--- config.mk ---
export PLATFORM = sky130hd
export DESIGN_NAME = pwm_timer_chan
export DESIGN_NICKNAME = d
export VERILOG_FILES = /design/src/rtl/pwm_timer_pkg.sv /design/src/rtl/pwm_tick_gen.sv /design/src/rtl/pwm_count_core.sv /design/src/rtl/pwm_timer_chan.sv
export SDC_FILE = /design/constraint.sdc
export NUM_CORES = 1
export LEC_CHECK = 0
export ABC_AREA = 1
export BUFFER_PORTS_ARGS = -buffer_cell sky130_fd_sc_hd__buf_2
export CORE_ASPECT_RATIO = 0.5
export CORE_MARGIN = 4
export CORE_UTILIZATION = 55
export DETAILED_ROUTE_END_ITERATION = 16
export GPL_TIMING_DRIVEN = 0
export HOLD_SLACK_MARGIN = 0.02
export PLACE_DENSITY_LB_ADDON = 0.1
export SLEW_MARGIN = 5
export SYNTH_ARGS = -nofsm -noshare
export SYNTH_HDL_FRONTEND = slang
export SYNTH_SLANG_ARGS = --single-unit
--- constraint.sdc ---
create_clock -name clk -period 2.1 [get_ports clk]
set_input_delay 0.42 -clock clk [delete_from_list [all_inputs] [get_ports clk]]
set_output_delay 0.42 -clock clk [all_outputs]
set_load 0.1 [all_outputs]
--- src/rtl/pwm_timer_pkg.sv ---
package pwm_timer_pkg;

    localparam int CNT_W_DEF   = 16;
    localparam int PRE_W_DEF   = 8;
    localparam int DIV_W_DEF   = 4;
    localparam int DIV_LOG_MAX = 4;

    // control nibble, bit 0 is run
    typedef struct packed {
        logic repeat_en;
        logic polarity;
        logic man_load;
        logic run;
    } ctrl_t;

    typedef enum logic [1:0] {
        SEL_PERIOD = 2'd0,
        SEL_THRESH = 2'd1,
        SEL_CTRL   = 2'd2,
        SEL_CLOCK  = 2'd3
    } reg_sel_e;

    // low-bit mask for the divider counter: code k gives 2**k - 1, codes above the max saturate
    function automatic logic [DIV_LOG_MAX-1:0] div_mask(input logic [DIV_W_DEF-1:0] code);
        int shift;
        logic [DIV_LOG_MAX-1:0] m;
        shift = (int'(code) > DIV_LOG_MAX) ? DIV_LOG_MAX : int'(code);
        for (int i = 0; i < DIV_LOG_MAX; i++) begin
            m[i] = (i < shift);
        end
        return m;
    endfunction

endpackage

--- src/rtl/pwm_tick_gen.sv ---
module pwm_tick_gen
    import pwm_timer_pkg::*;
#(
    parameter int PRE_W = PRE_W_DEF,
    parameter int DIV_W = DIV_W_DEF
) (
    input  logic             clk,
    input  logic             rst,
    input  logic             run,
    input  logic [PRE_W-1:0] prescale,
    input  logic [DIV_W-1:0] div_code,
    output logic             tick
);

    logic [PRE_W-1:0]       pre_cnt;
    logic [DIV_LOG_MAX-1:0] div_cnt;
    logic [DIV_LOG_MAX-1:0] mask;
    logic                   pre_hit;

    assign pre_hit = (pre_cnt == prescale);
    assign mask    = div_mask(DIV_W_DEF'(div_code));
    assign tick    = run && pre_hit && ((div_cnt & mask) == mask);

    always_ff @(posedge clk) begin
        if (rst || !run) begin
            pre_cnt <= '0;
            div_cnt <= '0;
        end else if (pre_hit) begin
            pre_cnt <= '0;
            div_cnt <= div_cnt + 1'b1;
        end else begin
            pre_cnt <= pre_cnt + 1'b1;
        end
    end

    // prescaler never runs past its limit while the channel is live
    assert_pre_in_range_R8: assert property (@(posedge clk) disable iff (rst)
        run |-> (pre_cnt <= prescale));

endmodule

--- src/rtl/pwm_count_core.sv ---
module pwm_count_core
    import pwm_timer_pkg::*;
#(
    parameter int CNT_W = CNT_W_DEF
) (
    input  logic             clk,
    input  logic             rst,
    input  logic             tick,
    input  logic             run,
    input  logic             man_load,
    input  logic             repeat_en,
    input  logic [CNT_W-1:0] period_buf,
    input  logic [CNT_W-1:0] thresh_buf,
    output logic             matched,
    output logic             expire
);

    logic [CNT_W-1:0] cnt_q;
    logic [CNT_W-1:0] thr_q;
    logic [CNT_W-1:0] cnt_dec;
    logic             parked_q;
    logic             phase_q;
    logic             expire_q;
    logic             step;
    logic             at_zero;

    assign cnt_dec = cnt_q - 1'b1;
    assign at_zero = (cnt_q == '0);
    assign step    = tick && run && !man_load && !parked_q;

    always_ff @(posedge clk) begin
        if (rst) begin
            cnt_q    <= '0;
            thr_q    <= '0;
            parked_q <= 1'b1;
            phase_q  <= 1'b0;
            expire_q <= 1'b0;
        end else begin
            expire_q <= 1'b0;
            if (man_load) begin
                cnt_q    <= period_buf;
                thr_q    <= thresh_buf;
                phase_q  <= 1'b0;
                parked_q <= 1'b0;
            end else if (step) begin
                if (at_zero) begin
                    expire_q <= 1'b1;
                    phase_q  <= 1'b0;
                    if (repeat_en) begin
                        cnt_q <= period_buf;
                        thr_q <= thresh_buf;
                    end else begin
                        parked_q <= 1'b1;
                    end
                end else begin
                    cnt_q <= cnt_dec;
                    if (cnt_dec == thr_q) begin
                        phase_q <= 1'b1;
                    end
                end
            end
        end
    end

    assign matched = phase_q;
    assign expire  = expire_q;

    assert_count_down_R1: assert property (@(posedge clk) disable iff (rst)
        (step && !at_zero) |=> (cnt_q == $past(cnt_q) - 1'b1));

    assert_buffers_isolated_R2: assert property (@(posedge clk) disable iff (rst)
        (!man_load && !(step && at_zero && repeat_en)) |=> $stable(thr_q));

    assert_match_after_step_R3: assert property (@(posedge clk) disable iff (rst)
        $rose(phase_q) |-> ((cnt_q == thr_q) && $past(step)));

    assert_frozen_when_stopped_R7: assert property (@(posedge clk) disable iff (rst)
        (!run && !man_load) |=> $stable(cnt_q));

    assert_parked_idle_R10: assert property (@(posedge clk) disable iff (rst)
        parked_q |-> (!phase_q && at_zero));

    assert_expire_follows_tick_R11: assert property (@(posedge clk) disable iff (rst)
        expire_q |-> $past(step));

endmodule

--- src/rtl/pwm_timer_chan.sv ---
module pwm_timer_chan
    import pwm_timer_pkg::*;
#(
    parameter int CNT_W = CNT_W_DEF,
    parameter int PRE_W = PRE_W_DEF,
    parameter int DIV_W = DIV_W_DEF
) (
    input  logic             clk,
    input  logic             rst,
    input  logic             wr_en,
    input  logic [1:0]       wr_sel,
    input  logic [CNT_W-1:0] wr_data,
    output logic             pwm_out,
    output logic             irq
);

    localparam int CLK_HI = PRE_W + DIV_W - 1;

    logic [CNT_W-1:0] period_buf;
    logic [CNT_W-1:0] thresh_buf;
    ctrl_t            ctrl_q;
    logic [PRE_W-1:0] prescale_q;
    logic [DIV_W-1:0] div_code_q;
    logic             tick;
    logic             matched;
    logic             expire;

    always_ff @(posedge clk) begin
        if (rst) begin
            period_buf <= '0;
            thresh_buf <= '0;
            ctrl_q     <= '0;
            prescale_q <= '0;
            div_code_q <= '0;
        end else if (wr_en) begin
            case (reg_sel_e'(wr_sel))
                SEL_PERIOD: period_buf <= wr_data;
                SEL_THRESH: thresh_buf <= wr_data;
                SEL_CTRL:   ctrl_q     <= ctrl_t'(wr_data[3:0]);
                SEL_CLOCK: begin
                    prescale_q <= wr_data[PRE_W-1:0];
                    div_code_q <= wr_data[CLK_HI:PRE_W];
                end
                default: ;
            endcase
        end
    end

    pwm_tick_gen #(
        .PRE_W (PRE_W),
        .DIV_W (DIV_W)
    ) tick_i (
        .clk      (clk),
        .rst      (rst),
        .run      (ctrl_q.run),
        .prescale (prescale_q),
        .div_code (div_code_q),
        .tick     (tick)
    );

    pwm_count_core #(
        .CNT_W (CNT_W)
    ) core_i (
        .clk        (clk),
        .rst        (rst),
        .tick       (tick),
        .run        (ctrl_q.run),
        .man_load   (ctrl_q.man_load),
        .repeat_en  (ctrl_q.repeat_en),
        .period_buf (period_buf),
        .thresh_buf (thresh_buf),
        .matched    (matched),
        .expire     (expire)
    );

    // idle level is 1 before the match, flipped by polarity
    assign pwm_out = ~(matched ^ ctrl_q.polarity);
    assign irq     = expire;

    assert_irq_single_R11: assert property (@(posedge clk) disable iff (rst)
        irq |=> !irq);

endmodule

==> flow_summary.yaml, run 1 <==
run_status:
  status: "finished clean"
hold_path:
  hold_path_class: "input pin to flip-flop"
  holdPathEnd: "thresh_buf[12]"
  min_from: "wr_data[12]"
  whs_path_depth: 3
critical_path:
  end_kind: "flip-flop"
  cp_cell_sequence: "inv_2, ha_4, nand2_2, nor2_4, nand2_2, nor2_4, nand2_2, nand2_4, nand2_8, buf_8, nand3_1, nand2_1, a21oi_2"
  cp.arrival_ns: 2.27
  worst_r2r_startpoint: "core_i.cnt_q[0]"
  crit_top_cell: "nand2_2"
  cp_slowest_stage_delay_ns: 0.35
  crit_fanout: 10
  crit_buf_inv: 2
  reg2reg_depth: 13
  crit_type: "flip-flop to flip-flop"
  cp_slowest_cell: "dfxtp_1"
  r2r_slack_ns: 0.11
  critPathTopFamily: "simple AND/OR/NAND/NOR gates"
  start_kind: "flip-flop"
  r2r-end: "core_i.cnt_q[12]"
  cp.required_ns: 2.38
yosys:
  ys_ff_latch: 95
  synth_cell_types: 34
  synth_top_area_share_pct: 41.30
  async_flop_share_pct: 0
  synth_nets: 695
  synth_compound_area_share_pct: 17.66
  syn_area_um2: 4604
  post-synth-top-area-cell: "dfxtp_1"
  synth-main-ff-cell: "dfxtp_1"
  synth.area.top_cells: "dfxtp_1, nand2_1, nor2_1, o21ai_0, inv_1"
  synth.avg_cell_area_um2: 6.862
  synth_top_family_by_area: "simple AND/OR/NAND/NOR gates"
  synth_edf_count: 0
  synth_mux_area_share_pct: 0
  yosys.area_share.simple_pct: 30.33
  yosys_warnings: 0
  synth_cells: 671
  synthAdderAreaFrac_pct: 0.8152
  yosysMostFrequentCell: "nand2_1"
  synth_seq_area_share_pct: 41.30
  synth-xor-area-share_pct: 0.7609
  ys_top_cells_by_count: "nand2_1, nor2_1, dfxtp_1, inv_1, o21ai_0"
finish:
  drive_above_1_share_pct: 13.34
  area_delta_synth_final_pct: 13.37
  layoutNonFillerInstCount: 824
  diodes: 0
  nets: 731
  finish.utilization_pct: 64.78
clocking:
  cts_buffers: 9
  clk_pin_slew_ns: 0.07
  hold_buffers: 0
  cts_tree: "built"
  cts_root_buf: "clkbuf_16"
  cts_max_path_buffers: 2
  clkLatencyLatePin_ns: 0.35
  numClockSinks: 95
  cts_htree_levels: 3
floorplan:
  start_util_pct: 57.14
  die_h_um: 72.70
  ioPinCount: 23
  dieArea_um2: 9989
  die_w_um: 137.4
  core_area_um2: 8058
  row_count: 23
detailed_routing:
  drt_wl_total_um: 11930
  dr.pass1.iters: 5
  drtIter0Drc: 350
  route.detailed.drc: 0
  via_per_inst: 5.175
  ant_nets: 0
  wire_per_inst_um: 14.48
  vias: 4264
power_and_ir_drop:
  report.power.total_mw: 4.546
  vdd_drop_max_v: 0.0004314
  p_per_area_nw_per_um2: 870.9
  p_leak_nw: 2.238
placement:
  post-place-ws_ns: 0.02164
  dp_cells: 805
  place.gp.congestion: 0.9141
  dp_hpwl_um: 8951
  io_buffer_count: 22
timing:
  hold_violations: 0
  tightestPinTransition_ns: 0.6569
  worst_slack_ns: 0.1137
  finalCritPeriodShare_pct: 94.59
  tns_ns: 0
  maxSlewViolCount: 0
  slew_headroom_pct: 56.20
  setup_violations: 0
  fin_skew_ns: 0.006438
  post-route-min-period_ns: 1.986
  fmax_mhz: 503.4
global_route:
  grt_pass1_vias: 3798
  grt_max_degree: 16
  grt_pass1_wl_um: 19130
  antenna_found_initial: 0
  track_usage_pct: 25.09
  grt_overflow: 0
run:
  cap_viol_max_count: 0
metal layers:
| metal | up-vias | GRT usage, % | share of wire, % |
|---|---|---|---|
| li1 | 2222 | - | - |
| met1 | 1897 | 37.36 | 50 |
| met2 | 127 | 35.58 | 41 |
| met3 | 18 | 7.300 | 7.9 |
| met4 | 0 | 5.973 | 1.4 |
| met5 | - | 0 | 0 |
flip-flops by register name, summed over array words and instances, names as in the netlist:
register         flops
core_i.parked_q      1
core_i.cnt_q        16
core_i.expire        1
ctrl_q               4
div_code_q           4
core_i.matched       1
tick_i.pre_cnt       8
period_buf          16
prescale_q           8
tick_i.div_cnt       4
thresh_buf          16
core_i.thr_q        16
where the power goes:
group	switching (mW)	internal [mW]	leakage [nW]
sequential	0.0582	1.88	0.774
combinational	0.634	0.315	1.32
clock	0.698	0.961	0.143
stage by stage:
step,instance area [um2],hold slack (ns)
floorplan,4612,0.4238
global placement,4862,0.4375
detailed placement,4862,0.4483
CTS,5164,0.3089
global route,5220,0.3179
finish,5220,0.3105
worst min-delay path: stages:
cell    delay (ns)
buf_2         0.08
nor2_1        0.04
nor2_1        0.08
kinds of logic (layout without fill, tap and decap cells):
group | count (synthesis) | in the layout
simple gates | 326 | 326
fa+ha+maj | 3 | 3
xor+xnor | 4 | 4
buf+inv | 96 | 137
compound gates | 147 | 147
flops | 95 | 95
how the worst max path moves through the flow:
stage / startpoint / to / slack (ns) / cells after the start
floorplan: core_i.cnt_q[0] / core_i.cnt_q[14] / 0.38 / 12
global placement: core_i.cnt_q[0] / core_i.thr_q[10] / 0.03 / 12
detailed placement: core_i.cnt_q[0] / core_i.thr_q[10] / 0.02 / 12
CTS: core_i.cnt_q[0] / core_i.thr_q[10] / 0.009 / 12
global route: core_i.cnt_q[0] / core_i.cnt_q[12] / -0.005 / 13
finish: core_i.cnt_q[0] / core_i.cnt_q[12] / 0.11 / 13
cell usage in the layout, fill, tap and decap left out, drive strengths merged:
cell and n:
inv 74, a21oi 54, ha 3, and2 2, a2bb2oi 1, buf 34
nand3 41, nor3 6, o21ai 86, xnor2 1, nand3b 2, dfxtp 95
a31oi 5, clkinvlp 1, clkbuf 25, nor2 113, a211oi 1, xor2 3
bufinv 1, nor3b 2, nor4 2, nand2 158, clkinv 2
area by class of cell:
| type | count | area [um2] |
|---|---|---|
| inverters | 74 | 282.8 |
| fillers | 759 | 2838 |
| flip-flops and latches | 95 | 1902 |
| clock buffers | 12 | 246.5 |
| clock inverters | 4 | 55.05 |
| plain buffers | 22 | 137.6 |
| repair buffers | 25 | 132.6 |
| well taps | 112 | 140.1 |
| multi-input cells | 480 | 2323 |
what timing repair did:
action,in CTS,in global routing
resized for setup,0,9
hold endpoints to repair,0,0
buffers inserted,0,3
setup endpoints to repair,0,19
(Power assumes the default switching activity.)
==> run 2: changes to the inputs <==
--- a/config.mk
+++ b/config.mk
@@ -9,7 +9,7 @@
 export BUFFER_PORTS_ARGS = -buffer_cell sky130_fd_sc_hd__buf_2
 export CORE_ASPECT_RATIO = 0.5
 export CORE_MARGIN = 4
-export CORE_UTILIZATION = 55
+export CORE_UTILIZATION = 25
 export DETAILED_ROUTE_END_ITERATION = 16
 export GPL_TIMING_DRIVEN = 0
 export HOLD_SLACK_MARGIN = 0.02
==> run 2 against run 1 <==
Fmax increased by 0.60%; sequential cell count unchanged; core utilization decreased by 34 points; critical endpoint unchanged; design area increased by 3.3%; sequential share of layout area decreased by 1.2 points; die area increased by 110%; register-to-register slack about the same; largest power group unchanged; count of clock-buffer cells in the layout decreased by 2; clock skew increased by 0.0073 ns.
==> flow_summary.yaml, run 2 (synthesis gave the netlist of run 1 again) <==
detailed_routing:
  vias: 4070
  drtIter0Drc: 232
  via_per_inst: 4.307
  ant_nets: 0
  dr.pass1.iters: 4
  drt_wl_total_um: 14170
  route.detailed.drc: 0
  wire_per_inst_um: 14.99
finish:
  multiInputGateArea_um2: 2344
  seqCellArea_um2: 1902
  area_delta_synth_final_pct: 17.15
  layout_common_cells: "nand2_1, nor2_1, dfxtp_1"
  diodes: 0
  final_cell_area_um2: 5394
  nets: 730
  drive_above_1_share_pct: 14.21
  layout_commonest_cell: "nand2_1"
  fillers: 1992
timing:
  tightestPinTransition_ns: 0.6438
  hold_violations: 0
  whs_ns: 0.3336
  grt_setup_unrepaired: "false"
  slew_headroom_pct: 57.08
  setup_violations: 0
  worst_slack_ns: 0.1255
  post-route-min-period_ns: 1.975
  finalCritPeriodShare_pct: 94.03
  fmax_mhz: 506.4
  maxSlewViolCount: 0
  fin_skew_ns: 0.01376
clocking:
  cts_buffers: 9
  cts_max_path_buffers: 2
  hold_buffers: 0
  cts_htree_levels: 3
  cts_root_buf: "clkbuf_16"
  numClockSinks: 95
  clkLatencyLatePin_ns: 0.34
  cts_tree: "built"
  clk_pin_slew_ns: 0.07
global_route:
  grt_overflow: 0
  met1_usage_pct: 21.57
  antenna_found_initial: 0
  grt_use_met2_pct: 20.58
  top_usage_layer: "met1"
  grt_max_degree: 17
  use_met3_pct: 2.427
  grt_pass1_wl_um: 22800
  grt_pass1_vias: 3976
  track_usage_pct: 14.06
hold_path:
  holdPathEnd: "thresh_buf[15]"
  hold_path_class: "input pin to flip-flop"
  whs_path_depth: 3
  min_from: "wr_data[15]"
critical_path:
  start_kind: "flip-flop"
  cp_cell_sequence: "inv_2, ha_4, nand2_2, nor2_4, nand2_2, nor2_4, nand2_2, nand2_4, nand2_8, buf_8, nand3_1, nand2_1, a21oi_2"
  cp_slowest_cell: "dfxtp_1"
  r2r_slack_ns: 0.13
  worst_r2r_startpoint: "core_i.cnt_q[0]"
  crit_fanout: 10
  cp.arrival_ns: 2.25
  cp_slowest_stage_delay_ns: 0.35
  end_kind: "flip-flop"
  reg2reg_depth: 13
  crit_type: "flip-flop to flip-flop"
  r2r-end: "core_i.cnt_q[12]"
  crit_top_cell: "nand2_2"
  cp.required_ns: 2.38
placement:
  post-place-ws_ns: -0.03146
  postPlaceCellArea_um2: 5015
  io_buffer_count: 22
  dp_hpwl_um: 11030
  place.gp.congestion: 0.7646
floorplan:
  start_util_pct: 26.02
  die_w_um: 199.9
  row_count: 34
  dieArea_um2: 20790
  die_h_um: 104.0
  core_area_um2: 17700
  ioPinCount: 23
power_and_ir_drop:
  p_leak_nw: 2.237
  report.power.total_mw: 4.635
  vdd_drop_max_v: 0.0004005
  p_per_area_nw_per_um2: 859.3
run_status:
  status: "finished clean"
run:
  cap_viol_max_count: 0
run 2: worst max path at each step:
stage,from,slack (ns),depth (start not counted),end
final,core_i.cnt_q[0],0.13,13,core_i.cnt_q[12]
after global routing,core_i.cnt_q[5],0.001,13,core_i.matched
after CTS,core_i.cnt_q[0],0.02,13,core_i.cnt_q[12]
after detailed placement,core_i.cnt_q[0],-0.03,12,core_i.thr_q[5]
after global placement,core_i.cnt_q[0],-0.04,12,core_i.thr_q[5]
after floorplan,core_i.cnt_q[0],0.38,12,core_i.cnt_q[14]
run 2: power by group:
part,internal (mW),switching [mW]
Clock,0.962,0.762
Sequential,1.88,0.0620
Combinational,0.318,0.654
Total,3.16,1.48
run 2: layout make-up:
type,count,share of cell area (%)
plain buffers,22,2.598
well taps,234,5.428
clock inverters,6,1.276
repair buffers,24,2.320
flip-flops and latches,95,35.26
inverters,74,5.242
clock buffers,10,4.431
multi-input cells,480,43.45
run 2: routing by layer:
layer	share of wire (%)	vias up
met3	2.6	2
met2	41	24
li1	-	2224
met5	0	-
met4	0.46	0
met1	56	1820
run 2: what timing repair did:
| action | 4_1_cts | 5_1_grt |
|---|---|---|
| gates cloned | 0 | 0 |
| pin swaps | 2 | 2 |
| setup endpoints to repair | 7 | 21 |
| setup buffers | 1 | 1 |
| gates resized for setup | 3 | 14 |
run 2: worst max-delay path: cells and delay by family, from the launching register on:
| kind | cells | cell delay [ns] |
|---|---|---|
| buffers and inverters | 2 | 0.29 |
| adders and majority gates | 1 | 0.17 |
| and+or+nand+nor | 9 | 0.99 |
| AOI/OAI and AO/OA | 1 | 0.12 |
| DFF | 1 | 0.35 |
run 2: metrics by stage:
stage | util, % | cells | setup TNS (ns)
2_1_floorplan | - | 671 | 0
3_3_place_gp | 28.34 | 927 | -0.1644
3_5_place_dp | 28.34 | 927 | -0.1014
4_1_cts | 30.15 | 944 | 0
5_1_grt | 30.48 | 945 | 0
6_report | 30.48 | 945 | 0
==> run 3: changes to the inputs <==
--- a/config.mk
+++ b/config.mk
@@ -5,7 +5,6 @@
 export SDC_FILE = /design/constraint.sdc
 export NUM_CORES = 1
 export LEC_CHECK = 0
-export ABC_AREA = 1
 export BUFFER_PORTS_ARGS = -buffer_cell sky130_fd_sc_hd__buf_2
 export CORE_ASPECT_RATIO = 0.5
 export CORE_MARGIN = 4
==> constraint.sdc (replaced) <==
create_clock -name clk -period 1.7 [get_ports clk]
set_input_delay 0.34 -clock clk [delete_from_list [all_inputs] [get_ports clk]]
set_output_delay 0.34 -clock clk [all_outputs]
set_load 0.1 [all_outputs]
==> run 3 against run 2 <==
Synthesized cell count is 15% lower; the run now ends with negative setup slack left; register-to-register slack worse by 0.68 ns; largest power group is now the clock network; largest cell class unchanged; critical endpoint is now core_i.thr_q[4]; critical path depth is 2 lower; fmax is 12% lower; critical path type unchanged.
==> flow_summary.yaml, run 3 <==
yosys:
  synth-main-ff-cell: "dfxtp_1"
  async_flop_share_pct: 0
  synth_top_area_share_pct: 41.06
  synth.avg_cell_area_um2: 8.112
  ys_ff_latch: 95
  synth_seq_area_share_pct: 41.06
  yosysMostFrequentCell: "nand2_1"
  yosys_warnings: 0
  synth_nets: 595
  synth_edf_count: 0
  ys_top_cells_by_count: "nand2_1, dfxtp_1, a21oi_1, nor2_1, clkbuf_1"
  post-synth-top-area-cell: "dfxtp_1"
  synth.area.top_cells: "dfxtp_1, nand2_1, a21oi_1, mux2i_1, nor2_1"
  syn_area_um2: 4632
  synth_cell_types: 62
  synth_cells: 571
detailed_routing:
  vias: 4175
  drtIter0Drc: 304
  via_per_inst: 4.734
  route.detailed.drc: 0
  drt_wl_total_um: 15800
  ant_nets: 0
  dr.pass1.iters: 4
  wire_per_inst_um: 17.92
placement:
  place.gp.congestion: 0.8166
  post-place-ws_ns: -1.206
  postPlaceCellArea_um2: 5080
  io_buffer_count: 22
  dp_hpwl_um: 10980
finish:
  nets: 667
  final_cell_area_um2: 6180
  drive_above_1_share_pct: 24.85
  seqCellArea_um2: 1923
  diodes: 0
  multiInputGateArea_um2: 2805
  area_delta_synth_final_pct: 33.41
  layout_common_cells: "nand2_1, dfxtp_1, a21oi_1"
  fillers: 1872
  layout_commonest_cell: "nand2_1"
clocking:
  cts_max_path_buffers: 2
  clkLatencyLatePin_ns: 0.35
  cts_buffers: 9
  cts_tree: "built"
  cts_htree_levels: 3
  cts_root_buf: "clkbuf_16"
  clk_pin_slew_ns: 0.07
  numClockSinks: 95
timing:
  hold_violations: 0
  tightestPinTransition_ns: 0.9361
  post-route-min-period_ns: 2.255
  setup_violations: 34
  fin_skew_ns: 0.008224
  finalCritPeriodShare_pct: 132.7
  worst_slack_ns: -0.5555
  grt_setup_unrepaired: "true"
  slew_headroom_pct: 37.59
  maxSlewViolCount: 0
  fmax_mhz: 443.4
floorplan:
  core_area_um2: 17780
  row_count: 34
  start_util_pct: 26.05
  ioPinCount: 23
  die_w_um: 200.5
  dieArea_um2: 20900
  die_h_um: 104.3
critical_path:
  end_kind: "flip-flop"
  cp_slowest_cell: "or4b_4"
  cp.required_ns: 1.92
  cp.arrival_ns: 2.48
  crit_buf_inv: 3
  critPathTopFamily: "simple AND/OR/NAND/NOR gates"
  start_kind: "flip-flop"
  crit_fanout: 6
  cp_slowest_stage_delay_ns: 0.51
  crit_type: "flip-flop to flip-flop"
  cp_cell_sequence: "inv_2, ha_4, or4b_4, nor2_8, and3_4, nand2_8, o21a_1, buf_6, buf_12, mux2i_1, nor2_1"
global_route:
  track_usage_pct: 15.07
  grt_overflow: 0
  grt_pass1_vias: 4110
  grt_max_degree: 18
  antenna_found_initial: 1
  grt_pass1_wl_um: 24790
power_and_ir_drop:
  p_leak_nw: 2.444
  p_per_area_nw_per_um2: 925.4
  vdd_drop_max_v: 0.0003805
  report.power.total_mw: 5.719
run_status:
  status: "finished, violations left"
  violations: "negative setup slack"
run:
  cap_viol_max_count: 0
hold_path:
  hold_path_class: "input pin to flip-flop"
-- run 3: cell count changes in the layout (fill, tap and decap cells not counted), sizes merged, moves of 29 or more --
cell   change
buf       +45
nand3     -29
nor2      -56
o21ai     -76
inv       -59
nand2     -36
-- run 3: final timing paths --
kind / endpoint / cells past startpoint / slack, ns / startpoint
max: core_i.thr_q[4] / 11 / -0.56 / core_i.cnt_q[1]
min: thresh_buf[12] / 3 / 0.25 / wr_data[12]
max reg2reg: core_i.thr_q[4] / 11 / -0.56 / core_i.cnt_q[1]
min reg2reg: thresh_buf[15] / 2 / 0.46 / thresh_buf[15]
-- run 3: cell families after synthesis --
logic type,count (synthesis),share of synthesized area [%]
buf+inv,50,5.132
mux,22,4.781
flops,95,41.06
xor+xnor,40,7.563
compound gates,115,15.40
fa+ha+maj,3,0.8105
simple gates,246,25.26
-- run 3: final cells by class --
type	instances	area share [%]
inverter	13	0.8706
tap	234	4.738
multi-input combinational	426	45.39
buffer	29	3.078
clock inverter	6	1.600
timing repair buffer	69	9.334
sequential	95	31.12
clock buffer	10	3.867
-- run 3: power by group --
group | internal, mW | switching [mW]
Clock | 1.36 | 0.968
Combinational | 0.490 | 0.583
Sequential | 2.27 | 0.0520
Total | 4.12 | 1.60
-- run 3: metal layers --
metal | track usage, % | wire (um) | up-vias
met4 | 4.122 | 240 | 2
met1 | 22.12 | 8427 | 1971
li1 | - | - | 2099
met3 | 2.648 | 478 | 23
met2 | 22.64 | 6649 | 80
met5 | 0 | 7 | -
-- run 3: through the flow --
step / std cells / utilization (%) / hold slack (ns) / setup TNS, ns
floorplan: 571 / - / 0.4357 / -17.66
global placement: 827 / 28.57 / 0.4452 / -42.82
detailed placement: 827 / 28.57 / 0.4472 / -41.31
CTS: 881 / 34.19 / 0.2358 / -15.09
global route: 882 / 34.75 / 0.2501 / -18.74
finish: 882 / 34.75 / 0.2463 / -15.77
-- run 3: worst reg2reg max path: cells and delay by family (launching register included) --
family / cells / cell delay (ns)
AOI/OAI and AO/OA: 1 / 0.20
buffers and inverters: 3 / 0.34
muxes: 1 / 0.16
adders and majority gates: 1 / 0.13
DFF: 1 / 0.36
and+or+nand+nor: 5 / 0.95
-- run 3: timing repair --
action                                  CTS  global route
hold buffers                              0             0
gates resized for setup                  69            25
pin swaps                                20             9
setup buffers                            41             4
gates cloned                              4             0
endpoints found under the setup margin   46            46
